===== config.mk =====
export PLATFORM = sky130hd
export DESIGN_NAME = line_state_alloc
export DESIGN_NICKNAME = d
export VERILOG_FILES = /design/src/rtl/lsa_pkg.sv /design/src/rtl/lsa_classify.sv /design/src/rtl/lsa_fill_pick.sv /design/src/rtl/lsa_decide.sv /design/src/rtl/line_state_alloc.sv
export SDC_FILE = /design/constraint.sdc
export NUM_CORES = 1
export LEC_CHECK = 0
export BUFFER_PORTS_ARGS = -buffer_cell sky130_fd_sc_hd__buf_2
export CORE_MARGIN = 5
export CORE_UTILIZATION = 39
export DETAILED_ROUTE_END_ITERATION = 6
export SLEW_MARGIN = 0
export SYNTH_ARGS = -nofsm -noshare
export SYNTH_HDL_FRONTEND = slang
export SYNTH_HIERARCHICAL = 1
export SYNTH_SLANG_ARGS = --single-unit

===== constraint.sdc =====
create_clock -name clk -period 2.85 [get_ports clk]
set_clock_uncertainty 0.1 [all_clocks]
set_input_delay 0.57 -clock clk [delete_from_list [all_inputs] [get_ports clk]]
set_output_delay 0.57 -clock clk [all_outputs]
set_load 0.05 [all_outputs]

===== src/rtl/lsa_pkg.sv =====
package lsa_pkg;

    localparam int ST_W = 2;

    typedef enum logic [ST_W-1:0] {
        LS_I = 2'd0,
        LS_S = 2'd1,
        LS_E = 2'd2,
        LS_M = 2'd3
    } line_st_t;

    typedef enum logic [2:0] {
        AK_IO      = 3'd0,
        AK_RD_MISS = 3'd1,
        AK_RD_HIT  = 3'd2,
        AK_WR_MISS = 3'd3,
        AK_WR_HIT  = 3'd4
    } acc_kind_t;

    typedef enum logic {
        ST_IDLE = 1'b0,
        ST_RESP = 1'b1
    } fsm_t;

    typedef struct packed {
        logic     fill;
        logic     alloc;
        line_st_t new_state;
        logic     new_ro;
        logic     mem_write;
        logic     line_update;
        logic     cpu_cache_en;
        logic     cpu_wthru;
        logic     use_cache_data;
    } verdict_t;

endpackage


===== src/rtl/lsa_classify.sv =====
module lsa_classify
    import lsa_pkg::*;
(
    input  logic      is_write,
    input  logic      is_mem,
    input  logic      is_locked,
    input  logic      pg_nocache,
    input  logic      ln_cacheable,
    input  logic      pg_wthru,
    input  logic      ln_wthru,
    input  line_st_t  hit_state,
    output acc_kind_t kind,
    output logic      may_cache,
    output logic      wthru_any
);
    logic is_hit;

    assign is_hit    = (hit_state != LS_I);
    // cache-disable overrides line-cacheable; locked and IO never cache
    assign may_cache = ln_cacheable && !pg_nocache && !is_locked && is_mem;
    assign wthru_any = pg_wthru || ln_wthru;

    always_comb begin
        if (!is_mem)
            kind = AK_IO;
        else if (is_write)
            kind = is_hit ? AK_WR_HIT : AK_WR_MISS;
        else
            kind = is_hit ? AK_RD_HIT : AK_RD_MISS;
    end
endmodule


===== src/rtl/lsa_fill_pick.sv =====
module lsa_fill_pick
    import lsa_pkg::*;
(
    input  logic     wthru_any,
    input  logic     ln_readonly,
    input  logic     ln_to_mod,
    input  logic     merge_write,
    output line_st_t fill_state
);
    // fixed priority: writethrough, read-only, direct-to-M, write merge, default E
    always_comb begin
        if (wthru_any)
            fill_state = LS_S;
        else if (ln_readonly)
            fill_state = LS_S;
        else if (ln_to_mod)
            fill_state = LS_M;
        else if (merge_write)
            fill_state = LS_M;
        else
            fill_state = LS_E;
    end
endmodule


===== src/rtl/lsa_decide.sv =====
module lsa_decide
    import lsa_pkg::*;
(
    input  acc_kind_t kind,
    input  logic      may_cache,
    input  logic      pg_wthru,
    input  logic      is_write,
    input  logic      is_data,
    input  logic      is_locked,
    input  logic      ln_readonly,
    input  line_st_t  hit_state,
    input  logic      hit_ro,
    input  line_st_t  fill_state,
    output verdict_t  verdict
);
    verdict_t v;

    always_comb begin
        v = '0;
        v.new_state = LS_I;
        unique case (kind)
            AK_IO: begin
                v.new_state = hit_state;
                v.new_ro    = hit_ro && (hit_state != LS_I);
                v.mem_write = is_write;
            end
            AK_RD_MISS: begin
                v.fill = may_cache;
                if (may_cache) begin
                    v.new_state    = fill_state;
                    v.new_ro       = ln_readonly;
                    v.cpu_cache_en = !(ln_readonly && is_data);
                end
            end
            AK_RD_HIT: begin
                v.new_state      = hit_state;
                v.new_ro         = hit_ro;
                v.cpu_cache_en   = !(hit_ro && is_data);
                v.use_cache_data = is_locked && (hit_state == LS_M);
            end
            AK_WR_MISS: begin
                v.mem_write = 1'b1;
                v.alloc     = may_cache && !pg_wthru;
                if (v.alloc) begin
                    v.new_state = fill_state;
                    v.new_ro    = ln_readonly;
                end
            end
            AK_WR_HIT: begin
                v.new_ro = hit_ro;
                if (hit_ro) begin
                    v.mem_write = 1'b1;
                    v.new_state = LS_S;
                end else if (is_locked) begin
                    v.mem_write   = 1'b1;
                    v.line_update = 1'b1;
                    v.new_state   = hit_state;
                end else if (hit_state == LS_S) begin
                    v.mem_write   = 1'b1;
                    v.line_update = 1'b1;
                    v.new_state   = LS_S;
                end else begin
                    v.line_update = 1'b1;
                    v.new_state   = LS_M;
                end
            end
            default: v.new_state = LS_I;
        endcase
        v.cpu_wthru = !((v.new_state == LS_E) || (v.new_state == LS_M));
    end

    assign verdict = v;
endmodule


===== src/rtl/line_state_alloc.sv =====
module line_state_alloc
    import lsa_pkg::*;
(
    input  logic       clk,
    input  logic       rst_n,
    input  logic       req_valid,
    input  logic       is_write,
    input  logic       is_data,
    input  logic       is_mem,
    input  logic       is_locked,
    input  logic       pg_nocache,
    input  logic       pg_wthru,
    input  logic       ln_cacheable,
    input  logic       ln_wthru,
    input  logic       ln_to_mod,
    input  logic       ln_readonly,
    input  logic [1:0] hit_state,
    input  logic       hit_ro,
    output logic       rsp_valid,
    output logic       fill,
    output logic       alloc,
    output logic [1:0] new_state,
    output logic       new_ro,
    output logic       mem_write,
    output logic       line_update,
    output logic       cpu_cache_en,
    output logic       cpu_wthru,
    output logic       use_cache_data
);
    acc_kind_t kind;
    logic      may_cache;
    logic      wthru_any;
    line_st_t  cur_st;
    line_st_t  fill_state;
    verdict_t  verdict;
    verdict_t  held_q;
    fsm_t      state_q;
    fsm_t      state_d;

    assign cur_st = line_st_t'(hit_state);

    lsa_classify u_classify (
        .is_write     (is_write),
        .is_mem       (is_mem),
        .is_locked    (is_locked),
        .pg_nocache   (pg_nocache),
        .ln_cacheable (ln_cacheable),
        .pg_wthru     (pg_wthru),
        .ln_wthru     (ln_wthru),
        .hit_state    (cur_st),
        .kind         (kind),
        .may_cache    (may_cache),
        .wthru_any    (wthru_any)
    );

    lsa_fill_pick u_fill_pick (
        .wthru_any   (wthru_any),
        .ln_readonly (ln_readonly),
        .ln_to_mod   (ln_to_mod),
        .merge_write (kind == AK_WR_MISS),
        .fill_state  (fill_state)
    );

    lsa_decide u_decide (
        .kind        (kind),
        .may_cache   (may_cache),
        .pg_wthru    (pg_wthru),
        .is_write    (is_write),
        .is_data     (is_data),
        .is_locked   (is_locked),
        .ln_readonly (ln_readonly),
        .hit_state   (cur_st),
        .hit_ro      (hit_ro),
        .fill_state  (fill_state),
        .verdict     (verdict)
    );

    // next-state logic
    always_comb begin
        unique case (state_q)
            ST_IDLE: state_d = req_valid ? ST_RESP : ST_IDLE;
            ST_RESP: state_d = req_valid ? ST_RESP : ST_IDLE;
            default: state_d = ST_IDLE;
        endcase
    end

    // state register
    always_ff @(posedge clk) begin
        if (!rst_n)
            state_q <= ST_IDLE;
        else
            state_q <= state_d;
    end

    // output register: verdict captured on each accepted request
    always_ff @(posedge clk) begin
        if (!rst_n)
            held_q <= '0;
        else if (req_valid)
            held_q <= verdict;
    end

    assign rsp_valid      = (state_q == ST_RESP);
    assign fill           = rsp_valid && held_q.fill;
    assign alloc          = rsp_valid && held_q.alloc;
    assign new_state      = rsp_valid ? held_q.new_state : LS_I;
    assign new_ro         = rsp_valid && held_q.new_ro;
    assign mem_write      = rsp_valid && held_q.mem_write;
    assign line_update    = rsp_valid && held_q.line_update;
    assign cpu_cache_en   = rsp_valid && held_q.cpu_cache_en;
    assign cpu_wthru      = rsp_valid && held_q.cpu_wthru;
    assign use_cache_data = rsp_valid && held_q.use_cache_data;
endmodule


* Word-level counts from Yosys, hierarchy flattened
Cells that the tools add are included.
W data, S select, Z words.
** Word-level totals
- Bits in registers :: 11
- Input bits :: 16
- Output and inout bits :: 11
- Logic and storage cells :: 74
** Cells by class
- Eq/ne operators :: 8
- Multiplexer cells :: 28
- Reduce and logical (&&, ||, !) cells :: 28
** Operators with widths (number)
- $mux W2 :: 9
- $logic_and A1 B1 Y1 :: 16
- $mux W3 :: 5
- $mux W1 :: 10
- $pmux W2 S4 :: 1
- $eq A2 B2 Y1 const B :: 3
- $eq A3 B2 Y1 const B :: 2
- $logic_not A1 Y1 :: 6
- $pmux W1 S4 :: 1
- $reduce_or A2 Y1 :: 2
- $eq A3 B1 Y1 const B :: 1
- $eq A3 B3 Y1 const B :: 1
- $logic_not A3 Y1 :: 1
- $pmux W1 S3 :: 1
- $eq A2 B1 Y1 const B :: 1
- $logic_or A1 B1 Y1 :: 2
- $pmux W1 S2 :: 1
- $reduce_bool A2 Y1 :: 1

* Depth between registers and ports, before layout
Gate-level depths: netlist (run 1).
- Depth after elaboration :: 14
- Gate-level depth with buffers :: 9

* Cells and area by module
Netlist (run 1), hierarchy kept.
** Modules (own cells, without submodules)
- line_state_alloc :: instances 1, cells each 46, area each 475.5 um^2, sequential area each 220.2 um^2
- lsa_decide :: instances 1, cells each 35, area each 234.0 um^2, sequential area each 0.0 um^2
- lsa_classify :: instances 1, cells each 7, area each 60.1 um^2, sequential area each 0.0 um^2
- lsa_fill_pick :: instances 1, cells each 2, area each 11.3 um^2, sequential area each 0.0 um^2

* Worst setup path before layout (run 1)
OpenSTA, ideal clock, no wires.
- Kind :: input port to flip-flop
- From :: in hit_state[1]
- To :: reg held_q[6] in the netlist's numbering
- Arrival :: 2.178 ns
- Path slack :: 0.456 ns
- Stages on the path :: 9
- Path buffers :: 0
- Path through :: or2_1 > ha_1 > and2_2 > nand2_1 > nor2_1 > or4_1 > a22o_1 > mux2i_1 > nor2b_1
** RTL lines
- from (decl) :: RTL line line_state_alloc.sv:17 : input logic [1:0] hit_state,
- to (signal assigned) :: RTL line line_state_alloc.sv:100 : held_q <= verdict;
- to (decl) :: RTL line line_state_alloc.sv:36 : verdict_t held_q;

==> results of run 1 <==
## final cells by class
class / count / area [um2]
clock buffer: 4 / 26.3
fill: 212 / 1000
inverter: 4 / 15.0
multi-input combinational: 71 / 508
sequential: 11 / 220
tap: 27 / 33.8
timing repair buffer: 27 / 138
## metal layers
metal,track usage [%],vias up
met4,4.98,0
met3,3.81,2
li1,-,367
met2,19.3,17
met1,15.7,305
met5,0,-
## state kept, by name (all words and copies together) (netlist names)
register and cells:
rsp_valid 1, held_q 10
## worst min-delay path, stage by stage, from the launching register on
cell and delay [ns]:
dfxtp_1 0.32, mux2i_1 0.06, nor2b_1 0.09
## per-stage QoR
stage | hold WS [ns] | setup slack (ns) | power, mW
2_1_floorplan | 0.374 | 0.456 | 0.227
3_3_place_gp | 0.391 | 0.214 | 0.248
3_5_place_dp | 0.398 | 0.172 | 0.249
4_1_cts | 0.420 | 0.452 | 0.355
5_1_grt | 0.444 | 0.373 | 0.372
6_report | 0.412 | 0.451 | 0.349
## cell families (layout without fill, tap and decap cells)
| logic type | count (synthesis) | after routing |
|---|---|---|
| fa+ha+maj | 1 | 1 |
| buf+inv | 8 | 35 |
| mux | 11 | 11 |
| simple gates | 45 | 45 |
| flops | 11 | 11 |
| compound gates | 14 | 14 |
## Yosys cell counts, types with 2 or more instances
cell type | number | area (um2)
o22ai_1 | 2 | 12.5
inv_1 | 4 | 15.0
and2_1 | 11 | 68.8
nor3b_1 | 3 | 22.5
nor2_1 | 8 | 30.0
dfxtp_1 | 11 | 220
nor2b_1 | 10 | 62.6
or2_1 | 2 | 12.5
a21oi_1 | 3 | 15.0
and2_2 | 3 | 22.5
nand2_1 | 2 | 7.51
mux2i_1 | 11 | 110
buf_6 | 3 | 33.8
## worst paths after layout
check | from | end | slack, ns | cells past startpoint
setup / recovery | hit_state[1] | held_q[6]$_SDFFE_PN0P_ | 0.45 | 10
hold / removal | held_q[3]$_SDFFE_PN0P_ | held_q[3]$_SDFFE_PN0P_ | 0.41 | 2
setup reg to reg | held_q[5]$_SDFFE_PN0P_ | held_q[5]$_SDFFE_PN0P_ | 2.15 | 2
hold reg to reg | held_q[3]$_SDFFE_PN0P_ | held_q[3]$_SDFFE_PN0P_ | 0.41 | 2
## cells in the final DEF, fill, tap and decap left out, drive strengths merged, types with 2 or more instances in the layout
| master | netlist | final |
|---|---|---|
| a21o | 2 | 2 |
| a21oi | 3 | 3 |
| and2 | 14 | 14 |
| and4bb | 2 | 2 |
| buf | 3 | 27 |
| clkbuf | 1 | 4 |
| dfxtp | 11 | 11 |
| inv | 4 | 4 |
| mux2i | 11 | 11 |
| nand2 | 2 | 2 |
| nor2 | 8 | 8 |
| nor2b | 10 | 10 |
| nor3b | 3 | 3 |
| o22ai | 2 | 2 |
| or2 | 2 | 2 |
## report_power, final
group	switching [mW]	total (mW)	internal [mW]
combinational	0.0448	0.0805	0.0356
clock	0.0497	0.104	0.0541
sequential	0.00409	0.164	0.160
==> metrics.cfg, run 1 <==
[detailed_routing]
drtIter0Drc=8
top_layer=met4
wl_um=1680
m1WireLength_um=862
drt_pass1_iterations=4
drc=0
dr_wl_met2_um=699
drt-vias-per-instance=4.80
post_drt_wl_per_cell_um=11.7
vias=691
drtAntennaViolNets=0
dr_wl_met3_um=110

[power_and_ir_drop]
ir_drop_mv=0.248
total_leakage_power_nw=0.440
powerDensity_nw_per_um2=370

[clock_network]
ctsHoldBuffers=0
cts_tree=yes
htree_levels=1
cts_root_buf=clkbuf_4
clkSinkCount=11
cts_resized=0
cts_made_buffers=3
clock_latency_ns=0.26
post_cts_buffers=0
clk_pin_slew_ns=0.07
clock_path_buffers=2

[floorplan]
ios=27
die_w_um=54.7
die_h_um=54.7
fp-row-count=16
core_region_area_um2=1940
initial_core_util_pct=40.2
die_area_um2=3000

[setup_path]
crit_path_end_kind=flip-flop
worstSetupPathType=in2reg
crit_chain=buf_2 > or2_1 > ha_1 > and2_2 > nand2_1 > nor2_1 > or4_1 > a22o_1 > mux2i_1 > nor2b_1
cp_max_fo=11
crit_buf_inv=1
worstPathRequired_ns=2.90
startpoint_type=primary input
slowest_delay_ns=0.49
crit_path_top_delay_cell=or4_1
crit_arrival_ns=2.45
crit_family=simple AND/OR/NAND/NOR gates

[logic_synthesis]
synth_cell_type_count=30
synth-seq-cells=11
synth_top_family_by_area=simple AND/OR/NAND/NOR gates
synth-seq-area-share_pct=28.2
async_reset_ff_share_pct=0
syn-instance-count=90
synth-simple-area-share_pct=36.5
synth_fp_nets=107
yosys_warnings=6
synth-edff-count=0
synthMuxAreaShare_pct=14.1
syn_area_um2=781
synth_compound_area_share_pct=12.8
avgSynthCellArea_um2=8.67
ys.flop_type=dfxtp_1
synth-xor-area-share_pct=0
synth_fa_ha_area_share_pct=1.60

[grt]
grt_pass1_wl_um=2610
overflow=0
grt_pass1_vias=630
grt_max_degree=12
antenna_found_initial=0
gr-usage-all-layers_pct=12.4

[run]
cap_violations=0

[placed_design]
place.gp.congestion=0.801
port_buffers=26
numPlacedInstances=140
dpl_cell_area_um2=915

[timing]
layout_min_cycle_time_ns=2.40
slew_headroom_pct=76.3
slew_violations=0
fin_crit_sh_pct=84.2
fmax_mhz=417
hold_viol=0
tightest_slew_ns=0.351
rsz0062_at_grt=false
finalSetupViolations=0
finalSetupTns_ns=0

[hold_path]
hold_path.class=reg2reg

[cells_and_area]
drive_above_1_share_pct=30.8
finalInstanceArea_um2=941
nets=135
final_util_pct=48.5
antenna_cells=0
areaGrowthSynthToFinish_pct=20.5
fin_cells=144

[run_status]
outcome=finished clean

Note: power is estimated with default switching activity, not from simulation.
==> run 2, diff against run 1 <==
Clock period 2.85 ns to 2.3 ns, I/O delays scaled along.
==> run 2 against run 1 <==
Net effect: first-iteration DRC count down 63%; wire length is 4.2% higher; power up 26%; setup slack got worse by 0.33 ns; critical path type unchanged; largest cell class unchanged; highest routed layer unchanged.
==> metrics.cfg, run 2 (synthesis results as in run 1) <==
[setup_path]
rrSetupSlack_ns=1.59  ; -0.56 ns
worstSetupPathType=in2reg
r2r-start=held_q[8]$_SDFFE_PN0P_
startpoint_type=primary input
rr_worst_depth=2  ; unchanged
worstReg2RegEnd=held_q[8]$_SDFFE_PN0P_
worstPathRequired_ns=2.36  ; -0.54 ns
cp_max_fo=2  ; -9
crit_path_end_kind=flip-flop
crit_arrival_ns=2.24  ; -0.21 ns

[grt]
gr-usage-all-layers_pct=13.4  ; +1.0 points
overflow=0  ; unchanged
grt_max_degree=12  ; unchanged
grt_pass1_vias=687  ; +9.0%
grt_pass1_wl_um=2880  ; +10%
antenna_found_initial=0  ; unchanged

[clock_network]
post_cts_buffers=0  ; unchanged
cts_tree=yes
htree_levels=1  ; unchanged
clock_path_buffers=2  ; unchanged
cts_made_buffers=3  ; unchanged
clk_pin_slew_ns=0.07  ; about the same
cts_resized=0  ; unchanged
cts_root_buf=clkbuf_4
clkSinkCount=11  ; unchanged
ctsHoldBuffers=0  ; unchanged
clock_latency_ns=0.26  ; about the same

[cells_and_area]
fin_cells=148  ; +2.8%
drive_above_1_share_pct=33.1  ; +2.3 points
nets=139  ; +3.0%
layout_commonest_cell=buf_2
final_util_pct=50.0  ; +1.5 points
top_register=held_q
antenna_cells=0  ; unchanged
largest_register_ffs=10  ; unchanged
finalInstanceArea_um2=971  ; +3.2%
layout_common_cells=26 x buf_2, 11 x and2_1, 11 x mux2i_1, 11 x dfxtp_1, 10 x nor2b_1
areaGrowthSynthToFinish_pct=24.4

[power_and_ir_drop]
totalPowerFinal_mw=0.439  ; +26%
ir_drop_mv=0.277  ; +12%
total_leakage_power_nw=0.459  ; +4.3%
powerDensity_nw_per_um2=452  ; +22%

[detailed_routing]
drc=0  ; unchanged
drt_pass1_iterations=3  ; -1
wl_um=1750  ; +4.2%
post_drt_wl_per_cell_um=11.8  ; +1.4%
drt-vias-per-instance=4.74  ; -1.3%
drtAntennaViolNets=0  ; unchanged
drtIter0Drc=3  ; -5
vias=701  ; +1.4%

[hold_path]
hold_depth=2  ; unchanged
hp-start=held_q[9]$_SDFFE_PN0P_
min_to=held_q[9]$_SDFFE_PN0P_
hold_path.class=reg2reg

[run_status]
outcome=finished clean

[placed_design]
dpl_cell_area_um2=945  ; +3.3%
port_buffers=26  ; unchanged
dpl.hpwl_um=1360
numPlacedInstances=144  ; +2.9%
place.gp.congestion=0.794  ; -0.86%

[floorplan]
fp-row-count=16  ; unchanged
die_w_um=54.7  ; unchanged
initial_core_util_pct=40.2  ; unchanged
ios=27  ; unchanged
core_region_area_um2=1940  ; unchanged
die_area_um2=3000  ; unchanged
die_h_um=54.7  ; unchanged

[timing]
hold_viol=0  ; unchanged
layout_min_cycle_time_ns=2.18
tightest_slew_ns=0.306  ; -0.0445 ns
slew_headroom_pct=79.3  ; +3.0 points
finalSetupTns_ns=0  ; unchanged
fmax_mhz=458
slew_violations=0  ; unchanged
finalSetupViolations=0  ; unchanged
fin_crit_sh_pct=94.9
rsz0062_at_grt=false

[run]
cap_violations=0  ; unchanged

run 2: metrics by stage:
step	hold WS, ns	worst slack, ns
finish	0.414	0.118
CTS	0.422	0.128
detailed placement	0.397	-0.160
floorplan	0.374	0.0156
global placement	0.391	-0.121
global route	0.432	0.0441
run 2: cell type report:
type                            count  area, um2
Fill cell                         224        971
Multi-Input combinational cell     71        508
Tap cell                           27       33.8
Clock buffer                        4       26.3
Timing Repair Buffer               31        168
Sequential cell                    11        220
Inverter                            4       15.0
run 2: where the power goes:
part           switching [mW]  internal [mW]  total [mW]
combinational          0.0565         0.0481       0.105
clock                  0.0633         0.0670       0.130
sequential            0.00513          0.199       0.204
run 2: per-layer routing:
layer,vias up,part of all wire [%],wire [um],GRT usage (%)
met5,-,0,0,0
met4,0,0.80,14,6.22
met3,2,5.2,91,2.72
met2,14,43,761,21.3
met1,309,51,885,17.1
li1,376,-,-,-
run 2: worst max path at each step:
| stage | start | end | slack (ns) | cells past startpoint |
|---|---|---|---|---|
| global route | hit_state[1] | held_q[6]$_SDFFE_PN0P_ | 0.04 | 10 |
| finish | hit_state[1] | held_q[6]$_SDFFE_PN0P_ | 0.12 | 10 |
| CTS | hit_state[1] | held_q[6]$_SDFFE_PN0P_ | 0.13 | 10 |
| global placement | hit_state[1] | held_q[6]$_SDFFE_PN0P_ | -0.12 | 10 |
| detailed placement | hit_state[1] | held_q[6]$_SDFFE_PN0P_ | -0.16 | 10 |
| floorplan | hit_state[1] | held_q[6]$_SDFFE_PN0P_ | 0.02 | 9 |
run 2: critical path, cell delays in order:
cell and delay [ns]:
buf_2 0.11, or2_1 0.22, ha_1 0.26, and2_2 0.19
nand2_1 0.06, nor2_1 0.04, or4_1 0.49, a22o_1 0.21
mux2i_1 0.14, nor2b_1 0.06
==> run 3, diff against run 2 <==
Settings changed: PLACE_DENSITY set to 0.67.
Clock period 2.3 ns to 2 ns, I/O delays scaled along.
==> run 3 against run 2 <==
Net effect: largest power group unchanged; clock-buffer cell count unchanged; die area unchanged; power up 18%; largest cell class unchanged; highest routed layer unchanged; critical path depth unchanged.
==> metrics.cfg, run 3 (synthesis results as in run 1) <==
[run_status]
outcome=finished clean

[detailed_routing]
vias=730  ; +4.1%
post_drt_wl_per_cell_um=11.9  ; +0.76%
drt_pass1_iterations=4  ; +1
drc=0  ; unchanged
wl_um=1810  ; +3.5%
drtAntennaViolNets=0  ; unchanged
drt-vias-per-instance=4.80  ; +1.4%
drtIter0Drc=11  ; +8

[cells_and_area]
top_register=held_q
areaGrowthSynthToFinish_pct=30.3
finalInstanceArea_um2=1020  ; +4.8%
drive_above_1_share_pct=36.8  ; +3.7 points
largest_register_ffs=10  ; unchanged
fillers=205  ; -8.5%
layout_common_cells=25 x buf_2, 11 x and2_1, 11 x mux2i_1, 11 x dfxtp_1, 10 x nor2b_1
final_util_pct=52.4  ; +2.4 points
layout_commonest_cell=buf_2
nets=143  ; +2.9%
antenna_cells=0  ; unchanged

[timing]
tightest_slew_ns=0.374  ; +0.0676 ns
fin_crit_sh_pct=96.3
slew_violations=0  ; unchanged
rsz0062_at_grt=true
slew_headroom_pct=75.0  ; -4.3 points
hold_viol=0  ; unchanged
finalSetupViolations=0  ; unchanged
fmax_mhz=519
layout_min_cycle_time_ns=1.93

[clock_network]
clock_path_buffers=2  ; unchanged
htree_levels=1  ; unchanged
ctsHoldBuffers=0  ; unchanged
clkSinkCount=11  ; unchanged
cts_made_buffers=3  ; unchanged
cts_tree=yes
clk_pin_slew_ns=0.07  ; about the same
clock_latency_ns=0.26  ; about the same
cts_root_buf=clkbuf_4

[grt]
gr-usage-all-layers_pct=14.1  ; +0.67 points
antenna_found_initial=0  ; unchanged
grt_pass1_vias=723  ; +5.2%
grt_max_degree=12  ; unchanged
grt_pass1_wl_um=2970  ; +3.1%
overflow=0  ; unchanged

[floorplan]
ios=27  ; unchanged
die_w_um=54.7  ; unchanged
core_region_area_um2=1940  ; unchanged
initial_core_util_pct=40.2  ; unchanged
die_h_um=54.7  ; unchanged
die_area_um2=3000  ; unchanged
fp-row-count=16  ; unchanged

[power_and_ir_drop]
ir_drop_mv=0.299  ; +7.7%
total_leakage_power_nw=0.486  ; +5.8%
powerDensity_nw_per_um2=507  ; +12%

[setup_path]
startpoint_type=primary input
crit_path_end_kind=flip-flop
worstSetupPathType=in2reg
cp_max_fo=2  ; unchanged
crit_arrival_ns=1.99  ; -0.25 ns
worstPathRequired_ns=2.06  ; -0.30 ns

[hold_path]
hold_path.class=in2reg

[placed_design]
port_buffers=26  ; unchanged
place.gp.congestion=0.770  ; -3.0%
dpl_cell_area_um2=977  ; +3.4%

[run]
cap_violations=0  ; unchanged

[run 3: changes by cell type in the layout (fill, tap and decap cells not counted)]
cell,previous run,this run
nand2_2,0,1
and2_4,0,2
buf_6,0,1
nor3b_1,3,2
nand2_1,2,1
buf_4,5,9
buf_2,26,25
and2_2,3,1
nor3b_2,0,1
[run 3: path summary, 6_finish.rpt]
check	start	endpoint	slack (ns)	cells after the start
max reg2reg	held_q[5]$_SDFFE_PN0P_	held_q[5]$_SDFFE_PN0P_	1.30	2
min reg2reg	held_q[1]$_SDFFE_PN0P_	held_q[1]$_SDFFE_PN0P_	0.42	2
min	rst_n	held_q[0]$_SDFFE_PN0P_	0.37	2
max	hit_state[1]	held_q[6]$_SDFFE_PN0P_	0.07	10
[run 3: layer usage]
| metal | wire [um] | GRT usage [%] | up-vias |
|---|---|---|---|
| met3 | 72 | 3.54 | 2 |
| met2 | 811 | 22.0 | 14 |
| met4 | 20 | 6.22 | 0 |
| met5 | 0 | 0 | - |
| li1 | - | - | 385 |
| met1 | 909 | 17.9 | 329 |
[run 3: final cells by class]
type / instances / area [um2] / share of cell area (%)
Tap cell: 27 / 33.8 / 3.32
Inverter: 4 / 15.0 / 1.48
Sequential cell: 11 / 220 / 21.6
Multi-Input combinational cell: 71 / 518 / 50.9
Timing Repair Buffer: 35 / 204 / 20.0
Clock buffer: 4 / 26.3 / 2.58
[run 3: metrics by stage]
stage / total power, mW / std cells / TNS, ns / worst slack, ns / hold slack (ns)
after floorplan: 0.325 / 90 / -0.107 / -0.107 / 0.374
after global placement: 0.366 / 148 / -1.06 / -0.237 / 0.391
after detailed placement: 0.368 / 148 / -1.26 / -0.265 / 0.398
after CTS: 0.520 / 152 / 0 / 0.0120 / 0.373
after global routing: 0.552 / 152 / -0.0122 / -0.0122 / 0.382
final: 0.516 / 152 / 0 / 0.0731 / 0.374
[run 3: report_power, final]
group	total, mW	leakage (nW)	internal [mW]	switching [mW]
Sequential	0.234	0.0899	0.228	0.00581
Clock	0.151	0.0150	0.0770	0.0738
Combinational	0.131	0.381	0.0633	0.0675
Total	0.516	0.486	0.369	0.147
[run 3: critical path, stage by stage]
cell,delay (ns)
buf_6,0.09
or2_1,0.22
ha_1,0.27
and2_4,0.14
nand2_2,0.05
nor2_1,0.03
or4_1,0.39
a22o_1,0.21
mux2i_1,0.12
nor2b_1,0.06
[run 3: what timing repair did]
item / CTS / global route
resized for setup: 0 / 3
setup buffers: 0 / 0
endpoints found under the setup margin: 0 / 6
